===== config.mk =====
export PLATFORM = sky130hd
export DESIGN_NAME = keyed_sysctl
export DESIGN_NICKNAME = d
export VERILOG_FILES = /design/src/rtl/sysk_pkg.sv /design/src/rtl/sysk_decode.sv /design/src/rtl/sysk_unlock.sv /design/src/rtl/sysk_cfg.sv /design/src/rtl/keyed_sysctl.sv
export SDC_FILE = /design/constraint.sdc
export NUM_CORES = 1
export LEC_CHECK = 0
export BUFFER_PORTS_ARGS = -buffer_cell sky130_fd_sc_hd__clkbuf_2
export CELL_PAD_IN_SITES_DETAIL_PLACEMENT = 0
export CELL_PAD_IN_SITES_GLOBAL_PLACEMENT = 1
export CORE_MARGIN = 4
export CORE_UTILIZATION = 38
export CTS_BUF_LIST = sky130_fd_sc_hd__clkbuf_4 sky130_fd_sc_hd__clkbuf_8
export CTS_CLUSTER_DIAMETER = 40
export DETAILED_ROUTE_END_ITERATION = 8
export PLACE_DENSITY_LB_ADDON = 0.1
export SETUP_SLACK_MARGIN = 0.4
export SLEW_MARGIN = 30
export SYNTH_ARGS = -nofsm -noshare
export SYNTH_HDL_FRONTEND = slang
export SYNTH_HIERARCHICAL = 1
export SYNTH_SLANG_ARGS = --single-unit

===== constraint.sdc =====
create_clock -name clk -period 1.6 [get_ports clk]
set_input_delay 0 -clock clk [delete_from_list [all_inputs] [get_ports clk]]
set_output_delay 0 -clock clk [all_outputs]
set_load 0.05 [all_outputs]

===== src/rtl/sysk_pkg.sv =====
package sysk_pkg;

    localparam int ADDR_W = 8;
    localparam int DATA_W = 32;

    localparam logic [ADDR_W-1:0] LOCK_OFS   = 8'hC0;
    localparam logic [ADDR_W-1:0] CFG_OFS    = 8'h80;
    localparam logic [DATA_W-1:0] UNLOCK_KEY = 32'h0000_00AA;

    typedef enum logic [1:0] {
        SEL_NONE = 2'd0,
        SEL_LOCK = 2'd1,
        SEL_CFG  = 2'd2
    } reg_sel_e;

    typedef struct packed {
        logic                wr;
        reg_sel_e            sel;
        logic [DATA_W-1:0]   data;
    } bus_req_t;

    function automatic reg_sel_e decode_ofs(input logic [ADDR_W-1:0] a);
        if (a == LOCK_OFS)
            return SEL_LOCK;
        else if (a == CFG_OFS)
            return SEL_CFG;
        else
            return SEL_NONE;
    endfunction

endpackage


===== src/rtl/sysk_decode.sv =====
module sysk_decode
    import sysk_pkg::*;
(
    input  logic [ADDR_W-1:0] addr,
    input  logic              wr,
    input  logic [DATA_W-1:0] wdata,
    output bus_req_t          req
);
    always_comb begin
        req.wr   = wr;
        req.sel  = decode_ofs(addr);
        req.data = wdata;
    end
endmodule


===== src/rtl/sysk_unlock.sv =====
module sysk_unlock
    import sysk_pkg::*;
(
    input  logic     clk,
    input  logic     rst,
    input  bus_req_t req,
    output logic     unlocked
);
    // One grant per key: any write either re-arms (key to lock) or consumes.
    always_ff @(posedge clk) begin
        if (rst)
            unlocked <= 1'b0;
        else if (req.wr) begin
            if (req.sel == SEL_LOCK)
                unlocked <= (req.data == UNLOCK_KEY);
            else
                unlocked <= 1'b0;
        end
    end

    // block starts locked after reset
    p_reset_locked_r1: assert property (@(posedge clk) rst |=> !unlocked);

    // a write elsewhere always leaves the block locked
    p_consume_r5: assert property (@(posedge clk) disable iff (rst)
        (req.wr && req.sel != SEL_LOCK) |=> !unlocked);

    // no write, no change to the lock state
    p_idle_hold_r9: assert property (@(posedge clk) disable iff (rst)
        !req.wr |=> $stable(unlocked));
endmodule


===== src/rtl/sysk_cfg.sv =====
module sysk_cfg
    import sysk_pkg::*;
#(
    parameter int FEAT_BIT  = 23,
    parameter int SWRST_BIT = 31
) (
    input  logic              clk,
    input  logic              rst,
    input  bus_req_t          req,
    input  logic              unlocked,
    output logic [DATA_W-1:0] cfg_q,
    output logic              feat_en,
    output logic              rst_req
);
    logic hit;
    logic accept;

    always_comb begin
        hit    = req.wr && (req.sel == SEL_CFG);
        accept = hit && unlocked;
    end

    always_ff @(posedge clk) begin
        if (rst) begin
            cfg_q   <= '0;
            rst_req <= 1'b0;
        end else begin
            rst_req <= accept && cfg_q[SWRST_BIT] && !req.data[SWRST_BIT];
            if (accept)
                cfg_q <= req.data;
        end
    end

    assign feat_en = cfg_q[FEAT_BIT];

    // a rejected protected write keeps the stored word
    p_guard_r3: assert property (@(posedge clk) disable iff (rst)
        (hit && !unlocked) |=> $stable(cfg_q));

    // the reset request never lasts two cycles
    p_pulse_width_r8: assert property (@(posedge clk) disable iff (rst)
        rst_req |=> !rst_req);

    // a request only follows a falling reset bit
    p_pulse_cause_r8: assert property (@(posedge clk) disable iff (rst)
        rst_req |-> ($past(cfg_q[SWRST_BIT]) && !cfg_q[SWRST_BIT]));
endmodule


===== src/rtl/keyed_sysctl.sv =====
module keyed_sysctl
    import sysk_pkg::*;
#(
    parameter int FEAT_BIT  = 23,
    parameter int SWRST_BIT = 31
) (
    input  logic              clk,
    input  logic              rst,
    input  logic [ADDR_W-1:0] bus_addr,
    input  logic              bus_wr,
    input  logic [DATA_W-1:0] bus_wdata,
    output logic [DATA_W-1:0] bus_rdata,
    output logic              feat_en,
    output logic              rst_req
);
    bus_req_t          req;
    logic              unlocked;
    logic [DATA_W-1:0] cfg_q;

    sysk_decode u_dec (
        .addr  (bus_addr),
        .wr    (bus_wr),
        .wdata (bus_wdata),
        .req   (req)
    );

    sysk_unlock u_lock (
        .clk      (clk),
        .rst      (rst),
        .req      (req),
        .unlocked (unlocked)
    );

    sysk_cfg #(
        .FEAT_BIT  (FEAT_BIT),
        .SWRST_BIT (SWRST_BIT)
    ) u_cfg (
        .clk      (clk),
        .rst      (rst),
        .req      (req),
        .unlocked (unlocked),
        .cfg_q    (cfg_q),
        .feat_en  (feat_en),
        .rst_req  (rst_req)
    );

    always_comb begin
        unique case (req.sel)
            SEL_LOCK: bus_rdata = {{(DATA_W-1){1'b0}}, unlocked};
            SEL_CFG:  bus_rdata = cfg_q;
            default:  bus_rdata = '0;
        endcase
    end

    // an accepted write is visible on readback the next cycle
    p_store_r4: assert property (@(posedge clk) disable iff (rst)
        (bus_wr && req.sel == SEL_CFG && unlocked) |=> (cfg_q == $past(bus_wdata)));

    // unmapped offsets read as zero
    p_unmapped_r10: assert property (@(posedge clk) disable iff (rst)
        (req.sel == SEL_NONE) |-> (bus_rdata == '0));
endmodule


* Yosys cells after proc, flatten, opt, wreduce, memory -nomap -nowiden
Index checks and enable logic that the tools add are counted.
Word-level totals: register bits after elaboration 34, input bits 43, word-level logic and storage cells 17
Operators by class: eq/ne operators 5, multiplexer cells 4, reductions and logical operators 5
Operators by type and width (number):
- case mux 32 bit (2 select lines) | 1
- equality test 32 x 8 -> 1 bit (second input constant) | 1
- equality test 8 bit (second input constant) | 2
- logical AND 1 bit | 4
- two-way mux 2 bit | 2
- equality test 2 x 1 -> 1 bit (second input constant) | 1
- equality test 2 bit (second input constant) | 1
- zero test 1 bit | 1
- two-way mux 1 bit | 1

* Logic depth before layout (Yosys ltp)
Gate-level depths: netlist of run 1.
depth in word-level cells 8, gate-level depth with buffers 6, gate-level depth less buffers 6

* Hierarchy
Netlist of run 1, hierarchy kept.
Modules (own cells, without submodules):
- sysk_cfg | instances 1, cells an instance 143, area each 1510.2 um^2
- sysk_decode | instances 1, cells an instance 37, area each 282.8 um^2
- keyed_sysctl | instances 1, cells an instance 40, area each 266.5 um^2
- sysk_unlock | instances 1, cells an instance 16, area each 136.4 um^2

* Worst setup path after synthesis of run 1
No wires, ideal clock.
kind input to output, from input port bus_addr[1], to output port bus_rdata[0], arrival time 1500 ps, required time 1600 ps, path slack 100 ps, stages on the path 5, cells stage by stage nor4_2 -> and4_1 -> inv_1 -> ha_1 -> nor2_1
RTL lines:
- from (decl) | RTL line keyed_sysctl.sv:9 | input logic [ADDR_W-1:0] bus_addr,
- to (decl) | RTL line keyed_sysctl.sv:12 | output logic [DATA_W-1:0] bus_rdata,

==> results of run 1 <==
-- path summary, 6_finish.rpt --
check                           cells past startpoint  slack (ns)                            to
worst max-delay path                                7        0.25                  bus_rdata[2]
worst min register to register                      2        0.47   u_cfg/cfg_q[4]$_SDFFE_PP0P_
worst max register to register                      3        0.35   u_cfg/cfg_q[6]$_SDFFE_PP0P_
worst min-delay path                                4        0.04  u_lock/unlocked$_SDFFE_PP0P_
-- worst register-to-register path, stage by stage, from the launching register on --
cell and delay (ns):
dfxtp_1 0.37, and4b_2 0.40, buf_12 0.20, mux2i_1 0.21
-- registers in the layout, summed over array words and instances, names as in the netlist --
name / flops
u_cfg/cfg_q: 32
u_lock/unlocked: 1
u_cfg/rst_req: 1
-- cells in the final DEF (no fill, tap or decap), drive strengths merged --
master,instances
and4b,3
nand2,2
nor3b,1
inv,2
clkinv,1
nor4b,3
a22oi,1
clkbuf,67
dfxtp,34
buf,27
nand4,1
nand3,1
nor2,3
dlygate4sd3,32
mux2i,32
and4,1
ha,2
nand2b,64
and2,31
o31ai,1
nor4,6
-- cell type report --
class / count / share of cell area [%]
Clock buffer: 7 / 2.66
Clock inverter: 1 / 0.148
Inverter: 2 / 0.222
Multi-Input combinational cell: 152 / 38.0
Sequential cell: 34 / 20.1
Tap cell: 72 / 2.66
Timing Repair Buffer: 119 / 36.2
-- layer usage --
layer,GRT usage [%],vias to the layer above,share of wire (%)
met4,4.82,0,1.5
met2,23.1,50,47
met5,0,-,0
met1,18.3,755,45
li1,-,888,-
met3,4.05,5,6.7
-- report_power, final --
part               switching [mW]  leakage (nW)  internal, mW  total (mW)
clock network               0.305        0.0517         0.364       0.669
registers      0.0000000000000180         0.274         0.846       0.846
logic                      0.0851          1.00         0.136       0.221
-- stage by stage --
stage	util (%)	worst slack (ns)	cell area, um2
final	61.1	0.248	3390
after global routing	61.1	0.176	3390
after CTS	59.1	0.234	3280
after detailed placement	46.0	0.0251	2550
after global placement	46.0	0.0591	2550
after floorplan	-	0.353	2260
-- logic make-up after synthesis --
| family | after synthesis |
|---|---|
| simple gates | 116 |
| buf+inv | 50 |
| flops | 34 |
| mux | 32 |
| compound gates | 2 |
| fa+ha+maj | 2 |
-- what timing repair did --
action,4_1_cts,5_1_grt
endpoints found under the setup margin,36,63
setup buffers,1,0
pin swaps,2,7
hold buffers,32,0
endpoints found under the hold margin,32,0
resized for setup,62,22
cloned,1,2
==> reports/qor.yml, run 1 <==
floorplan:
  ios: 77
  fp.coreArea_um2: 5540
  rows: 27
  start_util_pct: 39.6
  die-width_um: 84.0
  die_area_um2: 7060
  die_h_um: 84.0
detailed_routing:
  drc: 0
  drt-total-wl_um: 4970
  num_vias: 1698
  first_iter_violations: 35
  detail-route-antenna-nets: 0
  first_pass_iters: 4
  wl_per_cell_um: 12.8
  viasPerCell: 4.39
cells_and_area:
  multi_input_comb_area_um2: 1290
  num-nets-final: 359
  area_growth_pct: 54.2
  seqCellArea_um2: 681
  antenna_cells: 0
  drive_gt1_share_pct: 45.4
  fin_cells: 387
  nFillCells: 492
logic_synthesis:
  async_reset_ff_share_pct: 0
  synth_enable_flop_cells: 0
  synth_compound_area_share_pct: 0.684
  yosys.area.top_type: "dfxtp_1"
  synth_seq_area_share_pct: 31.0
  synth_most_common_cell: "nand2b_1"
  synth-seq-cells: 34
  synth_cell_types: 26
  synth_top_family_by_area: "simple AND/OR/NAND/NOR gates"
  syn_area_um2: 2200
  syn_area_per_cell_um2: 9.30
  synthCells: 236
  syn_nets: 281
  synth_warnings: 6
  synth-main-ff-cell: "dfxtp_1"
  synthSimpleGateAreaFrac_pct: 35.4
  muxShareOfSynthArea_pct: 14.6
  synth_top_area_share_pct: 31.0
  synth_adder_area_share_pct: 1.14
  netlist_top_cells_count: "nand2b_1 (64), buf_4 (34), dfxtp_1 (34), mux2i_1 (32), and2_1 (20)"
  synth_area_leaders: "dfxtp_1 (31%), nand2b_1 (18%), mux2i_1 (15%), buf_4 (12%), and2_1 (5.7%)"
  synth_xor_area_share_pct: 0
sta:
  tns_ns: 0
  worst_slew_pin_slew_ns: 0.280
  min_period_over_period_pct: 84.5
  grt_setup_unrepaired: "yes"
  slew_headroom_pct: 81.4
  setup_viol: 0
  fmax_ghz: 0.740
  whs_ns: 0.0367
  finalClockSkew_ns: 0.00547
  period_minus_slack_ns: 1.35
  slew_viol_final: 0
  hold_viol_final: 0
placed_design:
  io_buffer_count: 76
  gp_congestion: 0.728
  place_hpwl_um: 3370
  dp_cells: 343
worst_setup_path:
  worstPathRequired_ns: 1.60
  path_max_fanout: 15
  cp-startpoint: "bus_addr[1]"
  slowest_stage: "and4b_2"
  crit_family: "simple AND/OR/NAND/NOR gates"
  worst-path-buf-inv: 3
  arrival_ns: 1.35
  worstSetupStartpointType: "primary input"
  cpPeakStageDelay_ns: 0.34
  crit_path_end_kind: "output port"
  worstReg2RegStart: "u_lock/unlocked$_SDFFE_PP0P_"
  path_class: "in2out"
  crit_chain: "buf_6, nor4_4, and4b_2, ha_4, buf_12, and2_2, clkbuf_16"
global_routing:
  grt_max_degree: 33
  track_usage_pct: 14.3
  gr-total-overflow: 0
  antenna_found_initial: 0
  grt_pass1_vias: 1740
  grt_pass1_wl_um: 8170
power:
  max-vdd-ir-drop_mv: 0.305
  fin_total_pwr_mw: 1.74
  powerDensity_nw_per_um2: 513
  p_leak_nw: 1.33
worst_hold_path:
  hp-class: "in2reg"
  holdCritStartpoint: "bus_wr"
clock_tree:
  numCtsBuffers: 5
  clock-root-buffer: "clkbuf_8"
  clkTransAtPathRegs_ns: 0.06
  clock_latency_ns: 0.28
  cts_max_level: 2
  cts_buffer_depth: 2
  cts_tree: "built"
  cts_sinks: 34
run:
  cap_viol_max_count: 0
status:
  status: "finished clean"
Note: power is estimated with default switching activity, not from simulation.
==> inputs of run 2 (changes only) <==
--- a/config.mk
+++ b/config.mk
@@ -5,11 +5,12 @@
 export SDC_FILE = /design/constraint.sdc
 export NUM_CORES = 1
 export LEC_CHECK = 0
+export ABC_AREA = 1
 export BUFFER_PORTS_ARGS = -buffer_cell sky130_fd_sc_hd__clkbuf_2
 export CELL_PAD_IN_SITES_DETAIL_PLACEMENT = 0
 export CELL_PAD_IN_SITES_GLOBAL_PLACEMENT = 1
 export CORE_MARGIN = 4
-export CORE_UTILIZATION = 38
+export CORE_UTILIZATION = 32
 export CTS_BUF_LIST = sky130_fd_sc_hd__clkbuf_4 sky130_fd_sc_hd__clkbuf_8
 export CTS_CLUSTER_DIAMETER = 40
 export DETAILED_ROUTE_END_ITERATION = 8
==> constraint.sdc (replaced) <==
create_clock -name clk -period 1.1 [get_ports clk]
set_input_delay 0 -clock clk [delete_from_list [all_inputs] [get_ports clk]]
set_output_delay 0 -clock clk [all_outputs]
set_load 0.05 [all_outputs]
==> run 2 against run 1 <==
The flow now finishes with violations (negative setup slack). Combinational power is 22% higher. Setup slack worse by 0.37 ns. Critical endpoint is now bus_rdata[19]. Power is 43% higher. Routed wire length is 35% higher. Sequential power is 45% higher.
==> reports/qor.yml, run 2 <==
status:
  status: "finished, violations left"  # was finished clean
  violations: "negative setup slack"
clock_tree:
  clock_latency_ns: 0.29  # was 0.28 ns
  cts_max_level: 2  # unchanged
  cts_sinks: 34  # unchanged
  cts_buffer_depth: 2  # unchanged
  clkTransAtPathRegs_ns: 0.07  # was 0.06 ns
  numCtsBuffers: 5  # unchanged
  cts_tree: "built"  # unchanged
  clock-root-buffer: "clkbuf_8"  # unchanged
floorplan:
  rows: 30  # was 27
  ios: 77  # unchanged
  fp.coreArea_um2: 6870  # was 5540 um2
  die_h_um: 92.8  # was 84.0 um
  die_area_um2: 8600  # was 7060 um2
  start_util_pct: 33.5  # was 39.6%
  die-width_um: 92.8  # was 84.0 um
global_routing:
  gr-total-overflow: 0  # unchanged
  grt_pass1_vias: 2162  # was 1,740
  grt_max_degree: 20  # was 33
  track_usage_pct: 15.2  # was 14.3%
  grt_pass1_wl_um: 10200  # was 8170 um
  antenna_found_initial: 0  # unchanged
power:
  p_leak_nw: 2.23  # was 1.33 nW
  p_clk_share_pct: 39.7  # was 38.5%
  power_frac_comb_pct: 10.9  # was 12.7%
  fin_total_pwr_mw: 2.48  # was 1.74 mW
  intPower_mw: 1.88  # was 1.35 mW
  power_switching_mw: 0.602  # was 0.390 mW
  power_frac_seq_pct: 49.4  # was 48.7%
  swShare_pct: 24.3  # was 22.5%
  powerDensity_nw_per_um2: 566  # was 513 nW/um2
  max-vdd-ir-drop_mv: 0.433  # was 0.305 mV
placed_design:
  io_buffer_count: 76  # unchanged
  gp_congestion: 0.755  # was 0.728
  postPlaceCellArea_um2: 3280  # was 2550 um2
  place_hpwl_um: 4320  # was 3370 um
  post-place-ws_ns: -0.185  # was 0.0251 ns
  dp_cells: 506  # was 343
sta:
  setup_viol: 32  # was 0
  finalClockSkew_ns: 0.00921  # was 0.00547 ns
  period_minus_slack_ns: 1.22
  hold_viol_final: 0  # unchanged
  fmax_ghz: 0.819
  slew_viol_final: 0  # unchanged
  slew_headroom_pct: 83.4  # was 81.4%
  setup_ws_ns: -0.121  # was 0.248 ns
  tns_ns: -2.42  # was 0 ns
  whs_ns: 0.0306  # was 0.0367 ns
  min_period_over_period_pct: 111
  grt_setup_unrepaired: "yes"  # unchanged
  worst_slew_pin_slew_ns: 0.249  # was 0.280 ns
worst_setup_path:
  arrival_ns: 1.22  # was 1.35 ns
  path_class: "in2out"  # unchanged
  worstPathRequired_ns: 1.10  # was 1.60 ns
  crit_path_end_kind: "output port"  # unchanged
  worstSetupStartpointType: "primary input"  # unchanged
  path_max_fanout: 5  # was 15
detailed_routing:
  num_vias: 2277  # was 1,698
  drt-met1-wl_um: 3000  # was 2240 um
  drt-total-wl_um: 6730  # was 4970 um
  wl_per_cell_um: 12.5  # was 12.8 um
  wl_met3_um: 369  # was 331 um
  viasPerCell: 4.22  # was 4.39
  drc: 0  # unchanged
  detail-route-antenna-nets: 0  # unchanged
  wl_met2_um: 3270  # was 2330 um
  highest_layer: "met4"  # unchanged
  first_iter_violations: 97  # was 35
  first_pass_iters: 4  # unchanged
cells_and_area:
  largest_reg_flops: 32  # unchanged
  antenna_cells: 0  # unchanged
  num-nets-final: 488  # was 359
  reg_top3: "u_cfg/cfg_q x32, u_cfg/rst_req x1, u_lock/unlocked x1"  # unchanged
  final_area_um2: 4380  # was 3390 um2
  final_core_util_pct: 63.8  # was 61.1%
  area_growth_pct: 90.6  # was 54.2%
  fin_cells: 540  # was 387
  mostFrequentLayoutCell: "nor2_1"  # was nand2b_1
  drive_gt1_share_pct: 59.7  # was 45.4%
  regMostFlops: "u_cfg/cfg_q"  # unchanged
  layout_common_cells: "nor2_1 (58), nand2_1 (41), clkbuf_2 (37), inv_1 (37), nand2_4 (34)"  # was nand2b_1 (64), clkbuf_2 (43), dfxtp_1 (34)
logic_synthesis:
  syn_nets: 413  # was 281
  synth_enable_flop_cells: 0  # unchanged
  netlist_top_cells_count: "nor2_1 (89), nand2_1 (77), inv_1 (72), buf_4 (38), dfxtp_1 (34)"  # was nand2b_1 (64), buf_4 (34), dfxtp_1 (34), mux2i_1 (32), and2_1 (20)
  async_reset_ff_share_pct: 0  # unchanged
  syn_area_um2: 2300  # was 2200 um2
  synth_most_common_cell: "nor2_1"  # was nand2b_1
  synth-seq-cells: 34  # unchanged
  synth_seq_area_share_pct: 29.6  # was 31.0%
  synth_cell_types: 19  # was 26
  synth-main-ff-cell: "dfxtp_1"  # unchanged
  synth_top_area_share_pct: 29.6  # was 31.0%
  yosys.area.top_type: "dfxtp_1"  # unchanged
  synth_warnings: 6  # unchanged
  synth_area_leaders: "dfxtp_1 (30%), nor2_1 (15%), nand2_1 (13%), buf_4 (12%), inv_1 (12%)"  # was dfxtp_1 (31%), nand2b_1 (18%), mux2i_1 (15%), buf_4 (12%), and2_1 (5.7%)
  synthCells: 368  # was 236
  syn_area_per_cell_um2: 6.25  # was 9.30 um2
run:
  cap_viol_max_count: 0  # unchanged
worst_hold_path:
  hp-class: "in2reg"  # unchanged
run 2: layout make-up:
class                      instances  area, um2
clock buffer                       7       90.1
clock inverter                     1       5.00
fill                             604       2490
inverter                          74        405
multi-input combinational        211       1450
sequential                        34        689
tap                               96        120
timing repair buffer             117       1620
run 2: worst max-delay path: stages:
cell and delay, ns:
buf_6 0.09, nor2_4 0.11, nand2_4 0.07, nor2_4 0.12
inv_2 0.05, ha_4 0.19, buf_12 0.15, buf_12 0.13
nand2_4 0.06, clkinvlp_4 0.08, buf_12 0.15
run 2: final timing paths:
kind	startpoint	cells past startpoint	slack [ns]	endpoint
max reg2reg	u_lock/unlocked$_SDFFE_PP0P_	6	-0.01	u_cfg/cfg_q[11]$_SDFFE_PP0P_
max	bus_addr[2]	11	-0.12	bus_rdata[19]
min	bus_wdata[31]	4	0.03	u_cfg/rst_req$_SDFF_PP0_
min reg2reg	u_cfg/cfg_q[30]$_SDFFE_PP0P_	2	0.52	u_cfg/cfg_q[30]$_SDFFE_PP0P_
run 2: cells by family after synthesis:
group / share of synthesized area, %
and+or+nand+nor: 39.4
buffers and inverters: 29.3
DFF: 29.6
AOI/OAI and AO/OA: 0.599
adders and majority gates: 1.09
run 2: routing by layer:
metal,vias to the layer above,global-route usage [%]
met1,1023,19.2
met2,59,25.6
met3,7,3.74
li1,1188,-
met5,-,0
met4,0,4.40
run 2: what timing repair did:
item | CTS | global route
endpoints found under the hold margin | 1 | 0
gates cloned | 7 | 3
hold buffers | 1 | 0
setup endpoints to repair | 68 | 68
resized for setup | 105 | 53
buffers inserted | 9 | 6
pin swaps | 29 | 35
run 2: power groups by stage:
| stage | logic [mW] | clock network, mW | registers [mW] |
|---|---|---|---|
| 6_report | 0.269 | 0.983 | 1.23 |
| 5_1_grt | 0.295 | 1.10 | 1.22 |
| 4_1_cts | 0.245 | 1.03 | 1.22 |
| 3_5_place_dp | 0.231 | 0 | 1.26 |
| 3_3_place_gp | 0.231 | 0 | 1.26 |
| 2_1_floorplan | 0.207 | 0 | 1.26 |
==> inputs of run 3 (changes only) <==
--- a/config.mk
+++ b/config.mk
@@ -9,7 +9,7 @@
 export BUFFER_PORTS_ARGS = -buffer_cell sky130_fd_sc_hd__clkbuf_2
 export CELL_PAD_IN_SITES_DETAIL_PLACEMENT = 0
 export CELL_PAD_IN_SITES_GLOBAL_PLACEMENT = 1
-export CORE_MARGIN = 4
+export CORE_MARGIN = 2
 export CORE_UTILIZATION = 32
 export CTS_BUF_LIST = sky130_fd_sc_hd__clkbuf_4 sky130_fd_sc_hd__clkbuf_8
 export CTS_CLUSTER_DIAMETER = 40
==> run 3 against run 2 <==
The run still ends with negative setup slack left. Via count decreased by 3.9%. Core utilization decreased by 2.1 points. Cell count decreased by 2.2%. Sequential power about the same. Routed wire length decreased by 2.9%.
==> reports/qor.yml, run 3 (synthesized netlist as in run 2, its figures left out) <==
cells_and_area:
  layout_common_cells: "nor2_1 (51), nand2_1 (40), clkbuf_2 (39)"  # was nor2_1 (58), nand2_1 (41), clkbuf_2 (37), inv_1 (37), nand2_4 (34)
  final_area_um2: 4230  # was 4380 um2
  regMostFlops: "u_cfg/cfg_q"  # unchanged
  reg_top3: "u_cfg/cfg_q x32, u_cfg/rst_req x1, u_lock/unlocked x1"  # unchanged
  antenna_cells: 0  # unchanged
  num-nets-final: 478  # was 488
  fin_cells: 528  # was 540
  nFillCells: 628  # was 604
  largest_reg_flops: 32  # unchanged
  mostFrequentLayoutCell: "nor2_1"  # unchanged
  area_growth_pct: 84.2  # was 90.6%
  drive_gt1_share_pct: 57.4  # was 59.7%
sta:
  finalClockSkew_ns: 0.00819  # was 0.00921 ns
  period_minus_slack_ns: 1.19  # was 1.22 ns
  whs_ns: 0.0225  # was 0.0306 ns
  fmax_ghz: 0.839  # was 0.819 GHz
  min_period_over_period_pct: 108  # was 111%
  hold_viol_final: 0  # unchanged
  slew_headroom_pct: 84.7  # was 83.4%
  setup_ws_ns: -0.0918  # was -0.121 ns
  setup_viol: 62  # was 32
  slew_viol_final: 0  # unchanged
  worst_slew_pin_slew_ns: 0.229  # was 0.249 ns
  grt_setup_unrepaired: "yes"  # unchanged
worst_setup_path:
  crit_path_end_kind: "output port"  # unchanged
  worstPathRequired_ns: 1.10  # about the same
  path_class: "in2out"  # unchanged
  path_max_fanout: 8  # was 5
  worstSetupStartpointType: "primary input"  # unchanged
  cp-startpoint: "bus_addr[2]"  # unchanged
  cpPeakStageDelay_ns: 0.25  # was 0.19 ns
  crit_chain: "buf_6, nor2_4, nand2_4, nor2_4, ha_4, clkbuf_16, nand2_4, clkinvlp_4, clkbuf_16"  # was buf_6, nor2_4, nand2_4, nor2_4, inv_2, ha_4, buf_12, buf_12, nand2_4, clkinvlp_4, buf_12
  slowest_stage: "ha_4"  # unchanged
  worstReg2RegStart: "u_lock/unlocked$_SDFFE_PP0P_"  # unchanged
  arrival_ns: 1.19  # was 1.22 ns
clock_tree:
  clkTransAtPathRegs_ns: 0.06  # was 0.07 ns
  clock_latency_ns: 0.28  # was 0.29 ns
  cts_buffer_depth: 2  # unchanged
  numCtsBuffers: 5  # unchanged
  cts_tree: "built"  # unchanged
  clock-root-buffer: "clkbuf_8"  # unchanged
  cts_max_level: 2  # unchanged
  cts_sinks: 34  # unchanged
floorplan:
  fp.coreArea_um2: 6870  # unchanged
  ios: 77  # unchanged
  die_h_um: 88.8  # was 92.8 um
  start_util_pct: 33.5  # unchanged
  die_area_um2: 7880  # was 8600 um2
  die-width_um: 88.8  # was 92.8 um
  rows: 30  # unchanged
global_routing:
  track_usage_pct: 16.1  # was 15.2%
  grt_pass1_vias: 2124  # was 2,162
  antenna_found_initial: 0  # unchanged
  grt_max_degree: 20  # unchanged
  grt_pass1_wl_um: 9830  # was 10,200 um
  gr-total-overflow: 0  # unchanged
power:
  power_frac_seq_pct: 51.2  # was 49.4%
  p_clk_share_pct: 38.4  # was 39.7%
  powerDensity_nw_per_um2: 568  # was 566 nW/um2
  max-vdd-ir-drop_mv: 0.519  # was 0.433 mV
  intPower_mw: 1.82  # was 1.88 mW
  p_leak_nw: 2.18  # was 2.23 nW
  power_frac_comb_pct: 10.4  # was 10.9%
  swShare_pct: 24.2  # was 24.3%
  power_switching_mw: 0.582  # was 0.602 mW
placed_design:
  dp_cells: 505  # was 506
  postPlaceCellArea_um2: 3170  # was 3280 um2
  io_buffer_count: 76  # unchanged
  gp_congestion: 0.750  # was 0.755
  place_hpwl_um: 4110  # was 4320 um
  post-place-ws_ns: -0.172  # was -0.185 ns
detailed_routing:
  num_vias: 2189  # was 2,277
  drt-total-wl_um: 6540  # was 6730 um
  viasPerCell: 4.15  # was 4.22
  first_pass_iters: 4  # unchanged
  highest_layer: "met4"  # unchanged
  wl_per_cell_um: 12.4  # was 12.5 um
  wl_met3_um: 238  # was 369 um
  drt-met1-wl_um: 3110  # was 3000 um
  detail-route-antenna-nets: 0  # unchanged
  first_iter_violations: 58  # was 97
  drc: 0  # unchanged
  wl_met2_um: 3140  # was 3270 um
worst_hold_path:
  holdCritStartpoint: "bus_wdata[31]"  # unchanged
  hp-class: "in2reg"  # unchanged
status:
  violations: "negative setup slack"  # unchanged
  status: "finished, violations left"  # unchanged
run:
  cap_viol_max_count: 0  # unchanged
run 3: area by class of cell:
type	count	area [um2]	share of cell area [%]
multi-input combinational	211	1440	34.1
sequential	34	684	16.2
inverter	74	398	9.40
timing repair buffer	107	1510	35.6
clock buffer	6	82.6	1.95
tap	96	120	2.84
run 3: stage by stage:
stage / util (%) / power [mW] / setup TNS, ns
detailed placement: 46.1 / 1.49 / -7.09
CTS: 58.4 / 2.43 / -2.40
global route: 61.6 / 2.52 / -6.92
finish: 61.6 / 2.41 / -3.17
floorplan: - / 1.47 / 0
global placement: 46.1 / 1.49 / -5.97
run 3: timing repair:
| item | CTS | global route |
|---|---|---|
| endpoints found under the hold margin | 1 | 0 |
| pin swaps | 13 | 37 |
| buffers inserted | 7 | 1 |
| hold buffers | 1 | 0 |
| gates cloned | 4 | 4 |
| resized for setup | 109 | 39 |
| setup endpoints to repair | 68 | 68 |
run 3: metal layers:
metal	global-route usage (%)	vias to the layer above
met5	0	-
met2	26.4	52
met1	21.5	973
met3	3.36	4
met4	4.13	0
li1	-	1160
run 3: path summary, 6_finish.rpt:
kind | slack, ns | cells past startpoint | endpoint
max | -0.09 | 9 | bus_rdata[14]
max reg2reg | -0.08 | 8 | u_cfg/cfg_q[30]$_SDFFE_PP0P_
min | 0.02 | 4 | u_cfg/rst_req$_SDFF_PP0_
min reg2reg | 0.50 | 2 | u_cfg/cfg_q[2]$_SDFFE_PP0P_
run 3: worst max-delay path: cells and delay by family:
family / cells / cell delay (ns)
and+or+nand+nor: 4 / 0.39
buffers and inverters: 4 / 0.54
adders and majority gates: 1 / 0.25
run 3: power by group through the flow:
stage | clock network, mW | logic (mW) | registers (mW)
6_report | 0.924 | 0.251 | 1.23
5_1_grt | 1.01 | 0.281 | 1.23
4_1_cts | 0.959 | 0.241 | 1.23
3_5_place_dp | 0 | 0.231 | 1.26
3_3_place_gp | 0 | 0.231 | 1.26
2_1_floorplan | 0 | 0.207 | 1.26
